**config.mk**
```make
export PLATFORM = sky130hd
export DESIGN_NAME = mirq_ctrl
export DESIGN_NICKNAME = d
export VERILOG_FILES = /design/src/rtl/mirq_pkg.sv /design/src/rtl/mirq_sync.sv /design/src/rtl/mirq_regs.sv /design/src/rtl/mirq_ret_stack.sv /design/src/rtl/mirq_ctrl.sv
export SDC_FILE = /design/constraint.sdc
export NUM_CORES = 1
export LEC_CHECK = 0
export BUFFER_PORTS_ARGS = -buffer_cell sky130_fd_sc_hd__buf_4
export CAP_MARGIN = 20
export CORE_ASPECT_RATIO = 0.5
export CORE_MARGIN = 2
export CORE_UTILIZATION = 45
export CTS_CLUSTER_SIZE = 14
export DETAILED_ROUTE_END_ITERATION = 10
export PLACE_DENSITY_LB_ADDON = 0.1
export RECOVER_POWER = 25
export SYNTH_ARGS = -nofsm -noshare
export SYNTH_HDL_FRONTEND = slang
export SYNTH_SLANG_ARGS = --single-unit
```
**constraint.sdc**
```tcl
create_clock -name clk -period 10.5 [get_ports clk]
set_input_delay 2.1 -clock clk [delete_from_list [all_inputs] [get_ports clk]]
set_output_delay 2.1 -clock clk [all_outputs]
set_load 0.02 [all_outputs]
```
**src/rtl/mirq_pkg.sv**
```systemverilog
package mirq_pkg;

    localparam int DATA_W  = 8;
    localparam int PER_N   = 4;

    // control register layout (bit 7 down to bit 0)
    typedef struct packed {
        logic gie;
        logic grp_en;
        logic t0_en;
        logic pin_en;
        logic chg_en;
        logic t0_fl;
        logic pin_fl;
        logic chg_fl;
    } core_reg_t;

    typedef logic [PER_N-1:0] per_vec_t;

    typedef enum logic [1:0] {
        SEL_CORE  = 2'd0,
        SEL_PFLAG = 2'd1,
        SEL_PEN   = 2'd2,
        SEL_PORT  = 2'd3
    } reg_sel_e;

    function automatic logic core_pending(core_reg_t c);
        return (c.t0_fl & c.t0_en) | (c.pin_fl & c.pin_en) | (c.chg_fl & c.chg_en);
    endfunction

    function automatic logic per_pending(per_vec_t fl, per_vec_t en);
        return |(fl & en);
    endfunction

endpackage

```
**src/rtl/mirq_sync.sv**
```systemverilog
module mirq_sync #(
    parameter int W      = 1,
    parameter int STAGES = 2
) (
    input  logic         clk,
    input  logic         rst,
    input  logic [W-1:0] d_async,
    output logic [W-1:0] d_sync
);
    logic [W-1:0] stg [STAGES];

    generate
        for (genvar s = 0; s < STAGES; s++) begin : g_stage
            if (s == 0) begin : g_first
                always_ff @(posedge clk) begin
                    if (rst) stg[0] <= '0;
                    else     stg[0] <= d_async;
                end
            end else begin : g_next
                always_ff @(posedge clk) begin
                    if (rst) stg[s] <= '0;
                    else     stg[s] <= stg[s-1];
                end
            end
        end
    endgenerate

    assign d_sync = stg[STAGES-1];
endmodule

```
**src/rtl/mirq_regs.sv**
```systemverilog
module mirq_regs
    import mirq_pkg::*;
#(
    parameter int PORT_W = 6
) (
    input  logic              clk,
    input  logic              rst,
    input  logic              wr_en,
    input  logic              rd_en,
    input  reg_sel_e          sel,
    input  logic [DATA_W-1:0] wdata,
    input  logic              set_t0,
    input  logic              set_pin,
    input  per_vec_t          set_per,
    input  logic [PORT_W-1:0] port_sync,
    input  logic              gie_clr,
    input  logic              gie_set,
    output core_reg_t         core_q,
    output per_vec_t          pflag_q,
    output per_vec_t          pen_q,
    output logic [DATA_W-1:0] rdata
);
    localparam int PAD_P = DATA_W - PER_N;
    localparam int PAD_W = DATA_W - PORT_W;

    logic [PORT_W-1:0] port_ref;
    core_reg_t         core_n;
    per_vec_t          pflag_n;
    logic              chg_evt;
    logic              wr_core, wr_pflag, wr_pen, rd_port;

    assign wr_core  = wr_en && (sel == SEL_CORE);
    assign wr_pflag = wr_en && (sel == SEL_PFLAG);
    assign wr_pen   = wr_en && (sel == SEL_PEN);
    assign rd_port  = rd_en && (sel == SEL_PORT);
    assign chg_evt  = (port_sync != port_ref);

    always_comb begin
        core_n = core_q;
        if (wr_core) core_n = core_reg_t'(wdata);
        if (gie_set) core_n.gie = 1'b1;
        if (gie_clr) core_n.gie = 1'b0;
        core_n.t0_fl  = core_n.t0_fl  | set_t0;
        core_n.pin_fl = core_n.pin_fl | set_pin;
        core_n.chg_fl = core_n.chg_fl | chg_evt;

        pflag_n = wr_pflag ? wdata[PER_N-1:0] : pflag_q;
        pflag_n = pflag_n | set_per;
    end

    always_ff @(posedge clk) begin
        if (rst) begin
            core_q   <= '0;
            pflag_q  <= '0;
            pen_q    <= '0;
            port_ref <= '0;
        end else begin
            core_q  <= core_n;
            pflag_q <= pflag_n;
            if (wr_pen)  pen_q    <= wdata[PER_N-1:0];
            if (rd_port) port_ref <= port_sync;
        end
    end

    always_comb begin
        unique case (sel)
            SEL_CORE:  rdata = core_q;
            SEL_PFLAG: rdata = {{PAD_P{1'b0}}, pflag_q};
            SEL_PEN:   rdata = {{PAD_P{1'b0}}, pen_q};
            default:   rdata = {{PAD_W{1'b0}}, port_sync};
        endcase
    end

    // flags set by events, held until a write
    a_r3_t0_sets: assert property (@(posedge clk) disable iff (rst)
        set_t0 |=> core_q.t0_fl);
    a_r4_t0_hold: assert property (@(posedge clk) disable iff (rst)
        (core_q.t0_fl && !wr_core) |=> core_q.t0_fl);
    a_r4_pin_hold: assert property (@(posedge clk) disable iff (rst)
        (core_q.pin_fl && !wr_core) |=> core_q.pin_fl);

    generate
        for (genvar i = 0; i < PER_N; i++) begin : g_per_chk
            a_r3_per_sets: assert property (@(posedge clk) disable iff (rst)
                set_per[i] |=> pflag_q[i]);
            a_r4_per_hold: assert property (@(posedge clk) disable iff (rst)
                (pflag_q[i] && !wr_pflag) |=> pflag_q[i]);
        end
    endgenerate
endmodule

```
**src/rtl/mirq_ret_stack.sv**
```systemverilog
module mirq_ret_stack #(
    parameter int W     = 13,
    parameter int DEPTH = 8
) (
    input  logic         clk,
    input  logic         rst,
    input  logic         push,
    input  logic [W-1:0] push_data,
    input  logic         pop,
    output logic [W-1:0] top_data
);
    localparam int PTR_W = (DEPTH > 1) ? $clog2(DEPTH) : 1;
    localparam logic [PTR_W-1:0] LAST = PTR_W'(DEPTH - 1);

    logic [W-1:0]     mem [DEPTH];
    logic [PTR_W-1:0] ptr;
    logic [PTR_W-1:0] ptr_inc, ptr_dec;

    assign ptr_inc  = (ptr == LAST) ? '0 : ptr + 1'b1;
    assign ptr_dec  = (ptr == '0) ? LAST : ptr - 1'b1;
    assign top_data = mem[ptr_dec];

    always_ff @(posedge clk) begin
        if (rst) begin
            ptr <= '0;
        end else if (push) begin
            mem[ptr] <= push_data;
            ptr      <= ptr_inc;
        end else if (pop) begin
            ptr <= ptr_dec;
        end
    end

    // circular pointer, push and pop never coincide
    a_r11_no_clash: assert property (@(posedge clk) disable iff (rst)
        !(push && pop));
    a_r11_push_wraps: assert property (@(posedge clk) disable iff (rst)
        (push && ptr == LAST) |=> (ptr == '0));
endmodule

```
**src/rtl/mirq_ctrl.sv**
```systemverilog
module mirq_ctrl
    import mirq_pkg::*;
#(
    parameter int PC_W        = 13,
    parameter int PORT_W      = 6,
    parameter int STK_DEPTH   = 8,
    parameter int SYNC_STAGES = 2,
    parameter logic [PC_W-1:0] VEC_ADDR = 13'h0004
) (
    input  logic              clk,
    input  logic              rst,
    input  logic              cyc_stb,
    input  logic              insn_bnd,
    input  logic [PC_W-1:0]   pc_cur,
    input  logic              reti_stb,
    input  logic              reg_we,
    input  logic              reg_rd,
    input  logic [1:0]        reg_addr,
    input  logic [DATA_W-1:0] reg_wdata,
    output logic [DATA_W-1:0] reg_rdata,
    input  logic              ext_pin,
    input  logic [PORT_W-1:0] port_pins,
    input  logic              tmr0_ovf,
    input  logic [PER_N-1:0]  per_evt,
    output logic              vec_load,
    output logic              ret_load,
    output logic [PC_W-1:0]   pc_tgt
);
    reg_sel_e          sel;
    core_reg_t         core_q;
    per_vec_t          pflag_q, pen_q;
    logic              pin_s, pin_d, pin_rise;
    logic [PORT_W-1:0] port_s;
    logic              gie_off_wr, pending, accept;
    logic [PC_W-1:0]   stk_top;

    assign sel = reg_sel_e'(reg_addr);

    mirq_sync #(.W(1), .STAGES(SYNC_STAGES)) u_pin_sync (
        .clk(clk), .rst(rst), .d_async(ext_pin), .d_sync(pin_s));

    mirq_sync #(.W(PORT_W), .STAGES(SYNC_STAGES)) u_port_sync (
        .clk(clk), .rst(rst), .d_async(port_pins), .d_sync(port_s));

    always_ff @(posedge clk) begin
        if (rst) pin_d <= 1'b0;
        else     pin_d <= pin_s;
    end
    assign pin_rise = pin_s & ~pin_d;

    // acceptance: strobed boundary, global enable, not being cleared now
    assign gie_off_wr = reg_we && (sel == SEL_CORE) && !reg_wdata[DATA_W-1];
    assign pending    = core_pending(core_q) |
                        (core_q.grp_en & per_pending(pflag_q, pen_q));
    assign accept     = cyc_stb && insn_bnd && core_q.gie && pending &&
                        !gie_off_wr && !reti_stb;

    mirq_regs #(.PORT_W(PORT_W)) u_regs (
        .clk(clk), .rst(rst),
        .wr_en(reg_we), .rd_en(reg_rd), .sel(sel), .wdata(reg_wdata),
        .set_t0(tmr0_ovf), .set_pin(pin_rise), .set_per(per_evt),
        .port_sync(port_s),
        .gie_clr(accept), .gie_set(reti_stb),
        .core_q(core_q), .pflag_q(pflag_q), .pen_q(pen_q),
        .rdata(reg_rdata));

    mirq_ret_stack #(.W(PC_W), .DEPTH(STK_DEPTH)) u_stack (
        .clk(clk), .rst(rst),
        .push(accept), .push_data(pc_cur),
        .pop(reti_stb), .top_data(stk_top));

    always_ff @(posedge clk) begin
        if (rst) begin
            vec_load <= 1'b0;
            ret_load <= 1'b0;
            pc_tgt   <= '0;
        end else begin
            vec_load <= accept;
            ret_load <= reti_stb;
            if (accept)        pc_tgt <= VEC_ADDR;
            else if (reti_stb) pc_tgt <= stk_top;
        end
    end

    // vector load carries the fixed address with global enable off
    a_r6_vec_addr: assert property (@(posedge clk) disable iff (rst)
        vec_load |-> (pc_tgt == VEC_ADDR));
    a_r6_gie_off: assert property (@(posedge clk) disable iff (rst)
        vec_load |-> !core_q.gie);
    a_r6_one_cycle: assert property (@(posedge clk) disable iff (rst)
        vec_load |=> !vec_load);
    // return sets the global enable
    a_r7_gie_on: assert property (@(posedge clk) disable iff (rst)
        ret_load |-> core_q.gie);
    // a write clearing the global enable blocks acceptance
    a_r8_gie_write_blocks: assert property (@(posedge clk) disable iff (rst)
        gie_off_wr |=> !vec_load);
    // acceptance only at strobed boundaries
    a_r12_boundary: assert property (@(posedge clk) disable iff (rst)
        (!cyc_stb || !insn_bnd) |=> !vec_load);
    // a pin rise sets its flag
    a_r9_pin_flag: assert property (@(posedge clk) disable iff (rst)
        pin_rise |=> core_q.pin_fl);
endmodule

```
==> out/results.ini, run 1 <==
[routing]
routed-wl-met2_mm = 6.10
wirelength_met1_mm = 6.68
drt_first_iter_violations = 297
ant_nets = 0
route.detailed.drc = 0
detail_route.wl_per_cell_um = 18.7
wl_mm = 13.7
route.detailed.vias_per_inst = 5.33
drt_pass1_iterations = 4
route.met3.wl_um = 739
maxUsedRoutingLayer = met4
number_of_vias_after_detailed_routing = 3899

[setup_path]
worstPathBufferInverterCount = 2
critical_path.max_fanout = 10
setup.worst_path.class = in -> out
cp_common_cell = sky130_fd_sc_hd__buf_4
crit_path_cell_trace = buf_4 > nor2_1 > a22o_1 > buf_4
timing.critical_path.from_type = input pin
critical_path.top_delay_family = simple AND/OR/NAND/NOR gates
critical_path_required_ps = 8400
cpPeakStageDelay_ps = 400
worstSetupEndpointType = output port
crit_path_top_delay_cell = sky130_fd_sc_hd__nor2_1
timing.critical_path.arrival_ps = 3030

[global_route]
global_route_total_usage_across_every_layer_pct = 18.9
grt_overflow_total = 0
first_pass_grt_wire_length_mm = 21.1
antenna_violations_before_repair = 0
first_global_vias = 3631
pin_count_of_the_biggest_net_entering_global_routing = 59

[synthesis]
yosysWarnings = 0
synth.yosys.seq_area_share_pct = 65.9
synth_seq_cells = 159
top_ff_cell_synth = sky130_fd_sc_hd__edfxtp_1
syn-cell-area_mm2 = 0.00641
synth-edff-count = 104
syn_inst = 462
syn-mean-instance-area_um2 = 13.9
synth_fp_nets = 508
synth_cell_type_count = 45
synthArstFlopShare_pct = 0

[sta]
hold_viol = 0
worst_case_headroom_to_the_max_slew_limit_pct = 29.4
fin_ws_ps = 5370
finClkSkew_ps = 6.66
final.setup.tns_ps = 0
final_min_period_over_clock_period_pct = 48.8
unrepaired_setup_endpoints_after_global_routing = false
timing.final.crit_period_ps = 5130
timing_max_transition_violations_final = 0
timing.final.setup_violations = 0
clock.fmax_mhz = 195
holdWs_ps = 437
worstMarginPinSlew_ps = 1050

[clock_network]
postCtsSetupBuffers = 0
max-clock-path-buffers = 2
cts_max_level = 4
tritoncts_clock_tree = done
clock_insertion_delay_worst_skew_ps = 420
post_cts_hold_buffer_count = 0
cts_inserted_buffers = 17
path_clk_slew_ps = 60
post_cts_resize_count = 0
cts_num_sinks = 159
clock-root-buffer = sky130_fd_sc_hd__clkbuf_16

[power]
power_switching_w = 0.000349
netSwitchingFraction_pct = 24.2
seq_power_share_pct = 47.9
power.share.clock_pct = 42.5
internal_power_w = 0.00109
vdd_drop_max_mv = 0.137
cellLeakagePower_nw = 2.76
power.share.combinational_pct = 9.6
power.density_mw_per_mm2 = 187

[min_path]
min-delay-path-class = reg -> reg

[run_status]
status = finished clean

[layout]
final_util_pct = 56.0
post_route_cells_drive_above_1_share_pct = 26.5
diodes = 0
finalNetCount = 573
syn2layout_area_growth_pct = 20.1

[floorplan]
starting_density_pct = 46.6
die-area_mm2 = 0.0153
die_y_um = 88.4
die-width_um = 173
core_region_area_mm2 = 0.0137
core.rowCount = 30
num_io_pins = 65

[flow_run]
max_cap_viol_count = 0

[place]
routabilityCongestion = 0.869
buffer_ports.inserted = 64
detailed_place_hpwl_mm = 8.30
preCtsSetupSlack_ps = 5390

-- Yosys cell counts (all sizes together) (2+ instances only) --
cell,count,share of area [%]
edfxtp,104,49
dfxtp,55,17
nand2,44,2.6
mux2i,42,6.6
mux2,26,4.6
o211ai,24,2.8
nor2,17,1.0
nor2b,17,1.7
buf,16,1.7
clkbuf,15,0.88
a21oi,12,0.94
a311oi,12,1.6
inv,9,0.53
nor4,9,0.88
nand3,7,0.55
and2,5,0.53
ha,4,0.78
mux4,4,1.4
xor2,4,0.55
a211o,3,0.41
a31oi,3,0.29
nand3b,3,0.35
or3,3,0.29
a211oi,2,0.23
a22o,2,0.27
a22oi,2,0.23
nand4,2,0.20
o21ai,2,0.16
xnor2,2,0.27
-- power groups by stage --
stage / clock network, W / registers, W / logic (W)
3_3_place_gp: 0 / 0.000705 / 0.000137
3_5_place_dp: 0 / 0.000705 / 0.000138
5_1_grt: 0.000647 / 0.000693 / 0.000153
2_1_floorplan: 0 / 0.000710 / 0.0000788
4_1_cts: 0.000620 / 0.000691 / 0.000138
6_report: 0.000613 / 0.000691 / 0.000139
-- cells in the final DEF, fill, tap and decap left out, drive strengths merged, types with 2 or more instances in the layout --
cell type and count:
buf 67, nand3b 3, dfxtp 55, o211ai 24
clkbuf 29, a22oi 2, inv 14, nand2 44
clkinvlp 3, and2 5, or3 3, nand3 7
bufinv 2, nor4 9, mux2i 42, mux2 26
clkinv 4, a22o 2, nor2 17, a211o 3
ha 4, nand4 2, xnor2 2, mux4 4
o21ai 2, a211oi 2, a21oi 12, xor2 4
a31oi 3, edfxtp 104, a311oi 12, nor2b 17
-- worst paths after layout --
| check | from | slack (ps) | cells after the start | end |
|---|---|---|---|---|
| min reg2reg | u_port_sync.stg[0][4] | 440 | 1 | u_port_sync.stg[1][4] |
| max | reg_addr[0] | 5370 | 4 | reg_rdata[4] |
| max reg2reg | u_stack.ptr[0] | 7370 | 8 | pc_tgt[5] |
| min | u_port_sync.stg[0][4] | 440 | 1 | u_port_sync.stg[1][4] |
-- cell families after synthesis --
group / share of synthesized area [%]
buffers and inverters: 3.14
XOR/XNOR: 0.820
flip-flops: 65.9
AND/OR/NAND/NOR: 8.80
AO/OA/AOI/OAI: 8.00
adder cells (fa/ha/maj): 0.781
multiplexers: 12.5
-- sequential cells by signal, indices dropped and copies added (netlist names), 3 cells and up --
name / cells
pc_tgt: 13
u_regs.port_ref: 6
u_regs.core_q: 8
u_port_sync.stg: 12
u_regs.pflag_q: 4
u_regs.pen_q: 4
u_stack.mem: 104
u_stack.ptr: 3
-- per-layer routing --
layer / vias up / global-route usage [%]
met4: 0 / 6.47
met3: 13 / 5.11
met2: 100 / 28.9
li1: 1863 / -
met1: 1923 / 26.4
met5: - / 0
-- metrics by stage --
stage / instances / cell area, um^2 / power [W]
finish: 732 / 7700 / 0.00144
global route: 732 / 7700 / 0.00149
CTS: 731 / 7710 / 0.00145
detailed placement: 699 / 7120 / 0.000843
global placement: 699 / 7120 / 0.000842
floorplan: 462 / 6410 / 0.000789
-- final cells by class --
type / count / area (um^2)
multi-input combinational: 262 / 2050
tap: 192 / 240
sequential: 159 / 4230
inverter: 10 / 37.5
clock inverter: 13 / 151
timing repair buffer: 77 / 561
clock buffer: 19 / 433
fill: 1157 / 6040
Power figures use the tool's default switching activity.
==> run 2: changes to the inputs <==
Clock period 10.5 ns to 4.26 ns, I/O delays scaled along.
==> run 2 against run 1 <==
Against the previous run: setup slack got worse by 3800 ps; clock power grew to 2.6 times the previous value; worst hold slack got worse by 2.9 ps; flip-flop and latch count unchanged; critical path depth grew 2; largest cell class unchanged; combinational power rose by 150%.
==> out/results.ini, run 2 (synthesized netlist as in run 1, its figures left out) <==
[place]
routabilityCongestion = 0.806
buffer_ports.inserted = 64
numPlacedInstances = 703
detailed_place_hpwl_mm = 8.89

[setup_path]
crit_start = reg_we
timing.critical_path.from_type = input pin
critical_path_required_ps = 4380
critical_path.max_fanout = 11
timing.critical_path.arrival_ps = 2810
crit_path_cell_trace = buf_4 > nor4b_4 > or3_1 > and2_4 > nor4_2 > buf_4
cpPeakStageDelay_ps = 610
cp_common_cell = sky130_fd_sc_hd__buf_4
setup.worst_path.class = in -> reg
worstSetupEndpointType = flop
crit_path_top_delay_cell = sky130_fd_sc_hd__nor4_2
r2r-start = u_stack.ptr[2]
worstPathBufferInverterCount = 2
critical_path.top_delay_family = simple AND/OR/NAND/NOR gates
ff2ff_setup_slack_ps = 1800

[floorplan]
num_io_pins = 65
core.rowCount = 30
die-width_um = 173
die-area_mm2 = 0.0153
starting_density_pct = 46.6
core_region_area_mm2 = 0.0137
die_y_um = 88.4

[layout]
syn2layout_area_growth_pct = 20.9
final_common_cell = sky130_fd_sc_hd__edfxtp_1
layout_common_cells = sky130_fd_sc_hd__edfxtp_1 (104), sky130_fd_sc_hd__buf_4 (68), sky130_fd_sc_hd__dfxtp_1 (54)
diodes = 0
post_route_cells_drive_above_1_share_pct = 26.9
finalNonFillerCells = 735
finalNetCount = 576
layout_top_registers = u_stack.mem (104), pc_tgt (13), u_port_sync.stg (12)
biggest_register = u_stack.mem
flip_flop_count_of_the_largest_register_all_copies_and_words_added = 104

[routing]
detail_route.wl_per_cell_um = 19.0
drt_pass1_iterations = 4
number_of_vias_after_detailed_routing = 3940
ant_nets = 0
route.detailed.drc = 0
wl_mm = 14.0
route.detailed.vias_per_inst = 5.36
drt_first_iter_violations = 305

[global_route]
first_pass_grt_wire_length_mm = 22.4
global_route_total_usage_across_every_layer_pct = 19.6
antenna_violations_before_repair = 0
pin_count_of_the_biggest_net_entering_global_routing = 59
grt_overflow_total = 0
first_global_vias = 4010

[run_status]
status = finished clean

[sta]
worst_case_headroom_to_the_max_slew_limit_pct = 53.0
timing.final.crit_period_ps = 2690
final_min_period_over_clock_period_pct = 63.1
unrepaired_setup_endpoints_after_global_routing = false
hold_viol = 0
final.setup.tns_ps = 0
timing_max_transition_violations_final = 0
clock.fmax_mhz = 372
finClkSkew_ps = 14.5
timing.final.setup_violations = 0
worstMarginPinSlew_ps = 699

[clock_network]
post_cts_resize_count = 0
cts_inserted_buffers = 17
post_cts_hold_buffer_count = 0
cts_max_level = 4
max-clock-path-buffers = 2
cts_num_sinks = 159
path_clk_slew_ps = 70
clock_insertion_delay_worst_skew_ps = 420
tritoncts_clock_tree = done
postCtsSetupBuffers = 0
clock-root-buffer = sky130_fd_sc_hd__clkbuf_16

[power]
power.density_mw_per_mm2 = 473
cellLeakagePower_nw = 2.79
vdd_drop_max_mv = 0.254

[min_path]
min-delay-path-class = reg -> reg
hold_path.startpoint = u_port_sync.stg[0][5]

[flow_run]
max_cap_viol_count = 0

[run 2: path summary, 6_finish.rpt]
check / cells after the start / endpoint
max: 6 / u_stack.mem[2][11]
min: 1 / u_port_sync.stg[1][5]
max reg2reg: 7 / pc_tgt[11]
min reg2reg: 1 / u_port_sync.stg[1][5]
[run 2: per-stage QoR]
step                      util [%]  total power [W]  setup slack, ps  hold slack, ps  instance area (um^2)
final                         56.4          0.00367             1570             434                  7750
after global routing          56.4          0.00380             1440             450                  7750
after CTS                     56.7          0.00371             1570             439                  7790
after detailed placement      52.1          0.00209             1140             427                  7160
after global placement        52.1          0.00209             1180             420                  7160
after floorplan                  -          0.00194              637             414                  6410
[run 2: cell type report]
| cell class | count | area [um^2] |
|---|---|---|
| fillers | 1161 | 5990 |
| flip-flops and latches | 159 | 4230 |
| multi-input cells | 262 | 2040 |
| repair buffers | 80 | 572 |
| clock buffers | 18 | 439 |
| well taps | 192 | 240 |
| clock inverters | 14 | 193 |
| inverters | 10 | 37.5 |
[run 2: report_power, final]
| part | switching (W) | internal, W |
|---|---|---|
| registers | 0.0000281 | 0.00168 |
| logic | 0.000201 | 0.000146 |
| clock network | 0.000656 | 0.000963 |
| total | 0.000885 | 0.00278 |
[run 2: layer usage]
layer	GRT usage, %	up-vias	part of all wire, %
met1	27.1	1947	49
met4	7.47	0	1.2
met2	31.1	105	45
met5	0	-	0
met3	4.30	14	5.3
li1	-	1874	-
==> run 3: changes to the inputs <==
Clock period 4.26 ns to 2.16 ns, I/O delays scaled along.
==> run 3 against run 2 <==
Against the previous run: worst hold slack lost 220 ps; largest power group unchanged; clock-buffer cell count grew 1; design area grew 4.5%; critical path type is now reg -> reg.
==> out/results.ini, run 3 (synthesized netlist as in run 1, its figures left out) <==
[run_status]
status = finished clean

[clock_network]
cts_max_level = 4
max-clock-path-buffers = 2
cts_inserted_buffers = 17
clock_insertion_delay_worst_skew_ps = 430
post_cts_hold_buffer_count = 0
path_clk_slew_ps = 70
cts_num_sinks = 159
tritoncts_clock_tree = done
clock-root-buffer = sky130_fd_sc_hd__clkbuf_16

[floorplan]
die_y_um = 88.4
die-width_um = 173
starting_density_pct = 46.6
num_io_pins = 65
core.rowCount = 30
die-area_mm2 = 0.0153
core_region_area_mm2 = 0.0137

[power]
seq_power_share_pct = 46.0
netSwitchingFraction_pct = 24.4
power.density_mw_per_mm2 = 900
power_switching_w = 0.00178
power.share.clock_pct = 42.7
vdd_drop_max_mv = 0.537
totalPowerFinal_w = 0.00729
power.share.combinational_pct = 11.3
internal_power_w = 0.00551
cellLeakagePower_nw = 2.97

[routing]
detail_route.wl_per_cell_um = 20.8
number_of_vias_after_detailed_routing = 4102
drt_first_iter_violations = 371
route.detailed.drc = 0
ant_nets = 0
wl_mm = 15.9
route.detailed.vias_per_inst = 5.38
drt_pass1_iterations = 5

[min_path]
min-delay-path-class = in -> reg
hold_endpoint = u_port_sync.stg[0][4]
min_delay_path_depth = 2
hold_path.startpoint = port_pins[4]

[layout]
final_util_pct = 59.0
diodes = 0
biggest_register = u_stack.mem
layout_top_registers = u_stack.mem (104), pc_tgt (13), u_port_sync.stg (12)
post_route_cells_drive_above_1_share_pct = 30.5
multi_input_area_mm2 = 0.00213
n_fill_cell = 1138
flip_flop_count_of_the_largest_register_all_copies_and_words_added = 104
sequential_cell_area_mm2 = 0.00423
finalNetCount = 604
layout_common_cells = sky130_fd_sc_hd__edfxtp_1 (104), sky130_fd_sc_hd__buf_4 (87), sky130_fd_sc_hd__dfxtp_1 (54)
fin_area_mm2 = 0.00810
finalNonFillerCells = 763
final_common_cell = sky130_fd_sc_hd__edfxtp_1
syn2layout_area_growth_pct = 26.4

[setup_path]
r2r-start = u_stack.ptr[0]
ff2ff_setup_slack_ps = 90
worstSetupEndpointType = flop
timing.critical_path.from_type = flop
timing.critical_path.arrival_ps = 2370
critical_path.max_fanout = 5
critical_path_required_ps = 2460
setup.worst_path.class = reg -> reg
reg2regPathDepth = 8
r2r_endpoint = pc_tgt[1]

[global_route]
global_route_total_usage_across_every_layer_pct = 21.8
first_pass_grt_wire_length_mm = 23.9
antenna_violations_before_repair = 0
first_global_vias = 3937
pin_count_of_the_biggest_net_entering_global_routing = 41
grt_overflow_total = 0

[place]
postPlaceCellArea_mm2 = 0.00748
numPlacedInstances = 726
buffer_ports.inserted = 64
routabilityCongestion = 0.839
detailed_place_hpwl_mm = 10.6

[sta]
final_min_period_over_clock_period_pct = 96.1
clock.fmax_mhz = 482
timing.final.setup_violations = 0
holdWs_ps = 218
hold_viol = 0
finClkSkew_ps = 7.56
unrepaired_setup_endpoints_after_global_routing = true
worstMarginPinSlew_ps = 569
timing_max_transition_violations_final = 0
worst_case_headroom_to_the_max_slew_limit_pct = 62.1
timing.final.crit_period_ps = 2070

[flow_run]
max_cap_viol_count = 0

-- run 3: changes by cell type in the layout (fill, tap and decap cells not counted), moves of 2 or more --
| cell | before | now |
|---|---|---|
| sky130_fd_sc_hd__buf_12 | 1 | 7 |
| sky130_fd_sc_hd__buf_4 | 68 | 87 |
| sky130_fd_sc_hd__buf_6 | 0 | 2 |
| sky130_fd_sc_hd__clkbuf_1 | 11 | 14 |
| sky130_fd_sc_hd__inv_8 | 5 | 2 |
| sky130_fd_sc_hd__nor4_2 | 8 | 0 |
| sky130_fd_sc_hd__nor4_4 | 0 | 8 |
-- run 3: layer usage --
layer / vias to the layer above / track usage, % / share of wire, %
met5: - / 0 / 0
met4: 0 / 5.93 / 1.1
met3: 19 / 5.80 / 6.3
met2: 128 / 34.9 / 45
met1: 2023 / 30.0 / 47
li1: 1932 / - / -
-- run 3: power by group through the flow --
| stage | clock network [W] | logic, W | registers, W |
|---|---|---|---|
| global placement | 0 | 0.000808 | 0.00342 |
| CTS | 0.00316 | 0.000815 | 0.00336 |
| floorplan | 0 | 0.000398 | 0.00345 |
| finish | 0.00311 | 0.000823 | 0.00336 |
| global route | 0.00331 | 0.000885 | 0.00336 |
| detailed placement | 0 | 0.000812 | 0.00342 |
-- run 3: cell type report --
| cell class | instances | area share, % |
|---|---|---|
| tap | 192 | 2.97 |
| clock inverter | 13 | 2.18 |
| timing repair buffer | 108 | 10.6 |
| multi-input combinational | 262 | 26.2 |
| clock buffer | 19 | 5.35 |
| sequential | 159 | 52.2 |
| inverter | 10 | 0.463 |
-- run 3: worst max-delay path: stages, from the launching register on --
cell                       delay (ps)
sky130_fd_sc_hd__dfxtp_2          330
sky130_fd_sc_hd__inv_1             50
sky130_fd_sc_hd__ha_1             210
sky130_fd_sc_hd__ha_2             210
sky130_fd_sc_hd__nor2b_4          200
sky130_fd_sc_hd__buf_6            160
sky130_fd_sc_hd__mux2_2           350
sky130_fd_sc_hd__o211ai_1         310
sky130_fd_sc_hd__a311oi_1         140
-- run 3: repair_timing --
| action | 4_1_cts | 5_1_grt |
|---|---|---|
| gates cloned | 0 | 1 |
| setup endpoints to repair | 1 | 11 |
| setup buffers | 0 | 4 |
| pin swaps | 0 | 2 |
| resized for setup | 1 | 7 |
-- run 3: worst max-delay path by stage --
stage / end / cells past startpoint / start
floorplan: u_stack.mem[0][0] / 7 / reg_we
global placement: pc_tgt[2] / 9 / u_stack.ptr[1]
detailed placement: pc_tgt[2] / 9 / u_stack.ptr[1]
CTS: pc_tgt[2] / 9 / u_stack.ptr[0]
global route: pc_tgt[1] / 8 / u_stack.ptr[0]
finish: pc_tgt[1] / 8 / u_stack.ptr[0]
-- run 3: metrics by stage --
| stage | setup WS [ps] | setup TNS, ps |
|---|---|---|
| 6_report | 85.0 | 0 |
| 5_1_grt | -10.4 | -26.6 |
| 4_1_cts | 65.3 | 0 |
| 3_5_place_dp | 20.0 | 0 |
| 3_3_place_gp | 63.5 | 0 |
| 2_1_floorplan | -144 | -16610 |
